[config.mk]
export PLATFORM = sky130hd
export DESIGN_NAME = sm3_step_unit
export DESIGN_NICKNAME = d
export VERILOG_FILES = /design/src/rtl/sm3_step_pkg.sv /design/src/rtl/sm3_bool_sel.sv /design/src/rtl/sm3_tt_round.sv /design/src/rtl/sm3_ss1_calc.sv /design/src/rtl/sm3_step_unit.sv
export SDC_FILE = /design/constraint.sdc
export NUM_CORES = 1
export LEC_CHECK = 0
export BUFFER_PORTS_ARGS = -buffer_cell sky130_fd_sc_hd__buf_2
export CAP_MARGIN = 10
export CORE_MARGIN = 10
export CORE_UTILIZATION = 55
export DETAILED_ROUTE_END_ITERATION = 8
export HOLD_SLACK_MARGIN = 0.06
export PLACE_DENSITY = 0.94
export SLEW_MARGIN = 20
export SYNTH_ARGS = -nofsm -noshare
export SYNTH_HDL_FRONTEND = slang
export SYNTH_SLANG_ARGS = --single-unit
[constraint.sdc]
create_clock -name clk -period 9.7 [get_ports clk]
set_clock_uncertainty 0.2 [all_clocks]
set_input_delay 1.94 -clock clk [delete_from_list [all_inputs] [get_ports clk]]
set_output_delay 1.94 -clock clk [all_outputs]
set_load 0.05 [all_outputs]
[src/rtl/sm3_step_pkg.sv]
package sm3_step_pkg;
    localparam int WORD_W = 32;
    localparam int LANE_N = 4;
    localparam int VEC_W  = WORD_W * LANE_N;
    localparam int SEL_W  = $clog2(LANE_N);

    typedef logic [WORD_W-1:0] word_t;
    typedef logic [VEC_W-1:0]  vec_t;

    // bit 1 of the opcode separates the two families; bit 0 picks the function
    typedef enum logic [1:0] {
        OP_T1_PAR = 2'd0,
        OP_T1_MAJ = 2'd1,
        OP_T2_PAR = 2'd2,
        OP_T2_CHO = 2'd3
    } step_op_e;

    typedef struct packed {
        vec_t result;
        logic done;
    } step_regs_t;

    function automatic word_t rotr(input word_t x, input int unsigned s);
        return (x >> s) | (x << (WORD_W - s));
    endfunction
endpackage

[src/rtl/sm3_bool_sel.sv]
module sm3_bool_sel
    import sm3_step_pkg::*;
(
    input  logic [1:0] op,
    input  word_t      x,
    input  word_t      y,
    input  word_t      z,
    output word_t      f
);
    // function chosen by opcode
    always_comb begin
        case (op)
            OP_T1_MAJ: f = (x & y) | (x & z) | (y & z);
            OP_T2_CHO: f = (x & y) | (~x & z);
            default:   f = x ^ y ^ z;
        endcase
    end
endmodule

[src/rtl/sm3_tt_round.sv]
module sm3_tt_round
    import sm3_step_pkg::*;
(
    input  logic [1:0]       op,
    input  logic [SEL_W-1:0] lane_sel,
    input  vec_t             d_vec,
    input  vec_t             m_vec,
    input  word_t            n_hi,
    output vec_t             out_vec
);
    word_t d_w [LANE_N];
    word_t m_w [LANE_N];

    for (genvar g = 0; g < LANE_N; g++) begin : g_unpack
        assign d_w[g] = d_vec[g*WORD_W +: WORD_W];
        assign m_w[g] = m_vec[g*WORD_W +: WORD_W];
    end

    word_t f_val;

    sm3_bool_sel u_bool (
        .op (op),
        .x  (d_w[3]),
        .y  (d_w[2]),
        .z  (d_w[1]),
        .f  (f_val)
    );

    word_t t_base;
    word_t t_fam2;
    word_t t_new;
    word_t lane1_new;

    always_comb begin
        // modulo-2^32 sum with selected M lane
        t_base = f_val + d_w[0] + m_w[lane_sel];
        t_fam2 = t_base + n_hi;
        if (op[1] == 1'b0) begin

            t_new     = t_base + (n_hi ^ rotr(d_w[3], 20));
            lane1_new = rotr(d_w[2], 23);
        end else begin
            // left rotates by 9 and 17 as right rotates by 23 and 15
            t_new     = t_fam2 ^ rotr(t_fam2, 23) ^ rotr(t_fam2, 15);
            lane1_new = rotr(d_w[2], 13);
        end
        // lane shift
        out_vec = {t_new, d_w[3], lane1_new, d_w[1]};
    end
endmodule

[src/rtl/sm3_ss1_calc.sv]
module sm3_ss1_calc
    import sm3_step_pkg::*;
(
    input  word_t n_hi,
    input  word_t m_hi,
    input  word_t a_hi,
    output vec_t  out_vec
);
    word_t sum;

    always_comb begin

        sum     = rotr(n_hi, 20) + m_hi + a_hi;
        out_vec = '0;
        out_vec[VEC_W-1 -: WORD_W] = rotr(sum, 25);
    end
endmodule

[src/rtl/sm3_step_unit.sv]
module sm3_step_unit
    import sm3_step_pkg::*;
(
    input  logic         clk,
    input  logic         rst,
    input  logic         start,
    input  logic         mode,
    input  logic [1:0]   opcode,
    input  logic [1:0]   lane_sel,
    input  logic [127:0] d_in,
    input  logic [127:0] m_in,
    input  logic [31:0]  n_top,
    input  logic [31:0]  a_top,
    output logic [127:0] result,
    output logic         done
);
    vec_t       tt_vec;
    vec_t       ss1_vec;
    step_regs_t step_d;
    step_regs_t step_q;

    sm3_tt_round u_tt (
        .op       (opcode),
        .lane_sel (lane_sel),
        .d_vec    (d_in),
        .m_vec    (m_in),
        .n_hi     (n_top),
        .out_vec  (tt_vec)
    );

    sm3_ss1_calc u_ss1 (
        .n_hi    (n_top),
        .m_hi    (m_in[VEC_W-1 -: WORD_W]),
        .a_hi    (a_top),
        .out_vec (ss1_vec)
    );

    always_comb begin
        step_d      = step_q;
        step_d.done = 1'b0;
        if (start) begin
            step_d.done   = 1'b1;
            step_d.result = mode ? ss1_vec : tt_vec;   // selects SS1
        end
    end

    always_ff @(posedge clk) begin
        if (rst) step_q <= '0;
        else     step_q <= step_d;
    end

    assign result = step_q.result;
    assign done   = step_q.done;
endmodule

==> results.md <==
* Outcome: complete, no violations
* Wire per inst at 28.3 µm
* Distinct cell type count of the synthesized netlist at 76
* Cell with the biggest individual delay on the critical path: sky130_fd_sc_hd__a2111oi_0
* Standard-cell row count at 62
* Max-slew violation total from the final report at 0
* Vias in the first global route at 17800
* Worst hold margin at 0.272 ns
* RSZ-0062 raised after global routing: false
* Type of the setup path with the least slack: in2reg
* Die Footprint at 0.0369 mm²
* Maximum fanout count along the critical path at 7
* Worst-Skew Late Latency at 0.44 ns
* Peak per-stage delay on the critical path at 0.64 ns
* Final net count at 2936
* Final hold vios at 0
* Top_reg_cell synth: sky130_fd_sc_hd__dfxtp_1
* Post-route clock period utilization at 93.5%
* Power density relative to cell area at 385 mW/mm²
* Crit end category: flip-flop
* Type of the most critical hold path: reg2reg
* Placed wire-length estimate after detailed placement at 65.8 mm
* Synthesis-to-finish area growth at 19.8%
* DRC marker count from the first detailed-route iteration at 2477
* CTS H-tree depth at 4
* Sinks on Clock Net at 129
* Endpoints failing setup at 0
* Number of buffers created by CTS at 17
* Net count after synthesis at 2529
* Worst-case headroom to the max-slew limit at 20.8%
* Number of post-CTS setup repair buffers at 0
* Yosys warns at 0
* Maximum number of pins on one net before global-route repair at 105
* Number of hold buffers added after CTS at 0
* Peak VDD IR at 0.291 mV
* Category of the worst setup path launch point: primary input
* CTS tree: built
* Critical path required time at 9.83 ns
* Number of nets with antenna violations after routing at 0
* CTS Root Buffer Type: sky130_fd_sc_hd__clkbuf_16
* Total standard cell area after synthesis at 0.0163 mm²
* Setup total negative slack at 0 ns
* Post-layout minimum cycle time at 9.07 ns
* Global placement routability congestion at 1.08
* CP Data Arrival Time at 9.20 ns
* Core Area at 0.0289 mm²
* Initial DRT Pass Iterations at 8
* Global-route congestion overflow total at 0
* Initial core utilization at 56.3%
* I/O pin count at 457
* Final Power at 0.00751 W
* Leakage component of the power at 9.28 nW
* Synth Register Bits at 129
* Die span in x at 192 µm
* Fraction of the yosys area taken by sequential cells at 15.9%
* Via count of the routed design at 18200
* Cells resized by post-CTS repair at 0
* Max Fclk at 110 MHz
* Y dimension of the die at 192 µm
* Total length of routed wires at 78.8 mm
* First-pass GRT wire length at 112 mm
* Share of post-route cells with drive strength above 1 at 23.7%
* Vias/cell at 6.52
* Max Cap Viol at 0
* Total GRT Usage at 40.8%
* EDFF count, synth at 0
* Initial antenna violation count at 6
* FFs w/ async S/R, synth at 0%
* Syn Area/Cell at 8.22 µm²
* DRC viols at 0
* Worst Max-Slew Pin Slew at 1.18 ns
* Bufs on Longest Clock Path at 2
* Syn Inst Count at 1980
* Worst-path clk slew at 0.07 ns
* Total of buffers placed on input and output ports at 456
-- cell type report --
cell class,count,area (µm²)
multi-input cells,1616,12800
flip-flops and latches,129,2580
clock inverters,14,194
repair buffers,475,2430
inverters,148,558
clock buffers,18,429
diodes,6,15.0
well taps,384,480
fillers,2424,9420
-- flip-flops by register name (all words and copies together) (netlist names) --
register / flops
result: 128
done: 1
-- worst paths after layout --
| kind | startpoint | endpoint | slack (ns) | depth (start not counted) |
|---|---|---|---|---|
| min reg2reg | result[82] | result[82] | 0.27 | 2 |
| min | result[82] | result[82] | 0.27 | 2 |
| max | d_in[66] | result[99] | 0.63 | 26 |
| max reg2reg | result[125] | result[125] | 8.45 | 2 |
-- metal layers --
layer  global-route usage, %  vias up  share of wire (%)
li1                        -     7875                  -
met1                    49.6     8512                 36
met2                    62.2     1477                 43
met3                    13.1      320                 13
met4                    23.9        4                7.3
met5                       0        -              0.028
-- cell families (layout without fill, tap and decap cells) --
logic type	after synthesis	after routing	share of synthesized area, %
AOI/OAI and AO/OA	583	583	22.7
and+or+nand+nor	505	505	14.3
buffers and inverters	235	655	5.43
adders and majority gates	221	221	21.5
xor gates and xnor gates	203	203	11.3
DFF	129	129	15.9
muxes	104	104	8.88
other	0	6	0
-- critical path: cells and delay by family --
| family | cells | cell delay (ns) |
|---|---|---|
| buffers and inverters | 2 | 0.20 |
| AOI/OAI and AO/OA | 13 | 3.30 |
| adders and majority gates | 4 | 1.79 |
| xor gates and xnor gates | 3 | 1.30 |
| and+or+nand+nor | 4 | 0.66 |
-- Yosys cell counts (all sizes together) (7+ instances only) --
| cell type | count | area, µm² |
|---|---|---|
| dfxtp | 129 | 2580 |
| a211oi | 26 | 205 |
| mux4 | 32 | 721 |
| clkbuf | 62 | 233 |
| ha | 123 | 1540 |
| o22ai | 12 | 75.1 |
| nand2 | 130 | 488 |
| nor3 | 70 | 355 |
| mux2i | 68 | 681 |
| o31ai | 9 | 67.6 |
| and3 | 11 | 68.8 |
| nand2b | 33 | 206 |
| and2 | 8 | 50.1 |
| o21bai | 14 | 105 |
| nor2 | 168 | 631 |
| o21ai | 142 | 711 |
| a21o | 51 | 383 |
| a21oi | 186 | 931 |
| nand3 | 30 | 150 |
| a311oi | 12 | 111 |
| inv | 147 | 552 |
| buf | 25 | 95.1 |
| a221oi | 11 | 96.3 |
| o211ai | 11 | 87.6 |
| o21a | 13 | 97.6 |
| a2111oi | 7 | 73.8 |
| o211a | 7 | 70.1 |
| nand4 | 9 | 56.3 |
| xnor2 | 128 | 1140 |
| a22oi | 34 | 255 |
| or3 | 10 | 67.6 |
| nor2b | 13 | 81.3 |
| a31oi | 14 | 87.6 |
| fa | 98 | 1960 |
| xor2 | 72 | 638 |
-- cells in the final DEF (no fill, tap or decap), drive strengths merged, types with 8 or more instances in the layout --
cell type	n
o21bai	14
fa	98
o31ai	9
a21oi	186
nor3	70
a22oi	34
o21a	13
inv	154
xor2	72
a221oi	11
a21o	51
ha	123
nand3	30
a31oi	14
dfxtp	129
and3	11
nand4	9
and2	8
nand2	130
o211ai	11
xnor2	128
clkbuf	18
nor2	168
a311oi	12
mux2i	68
buf	475
mux4	32
or3	10
nor2b	13
o21ai	142
o22ai	12
nand2b	33
a211oi	26
-- where the power goes --
| part | internal (W) | leakage (nW) | switching (W) | total [W] |
|---|---|---|---|---|
| registers | 0.000598 | 1.06 | 0.0000461 | 0.000644 |
| clock network | 0.000415 | 0.306 | 0.000316 | 0.000731 |
| logic | 0.00237 | 7.91 | 0.00377 | 0.00614 |
-- stage by stage --
stage	area, µm²	worst slack (ns)	util, %	cells
final	19500	0.634	67.4	2790
after global routing	19500	0.306	67.4	2788
after CTS	19500	0.868	67.4	2784
after detailed placement	18900	0.450	65.2	2752
after global placement	18900	0.802	65.2	2752
after floorplan	16300	1.14	-	1980
No activity file was read; power rests on OpenSTA's default activity.
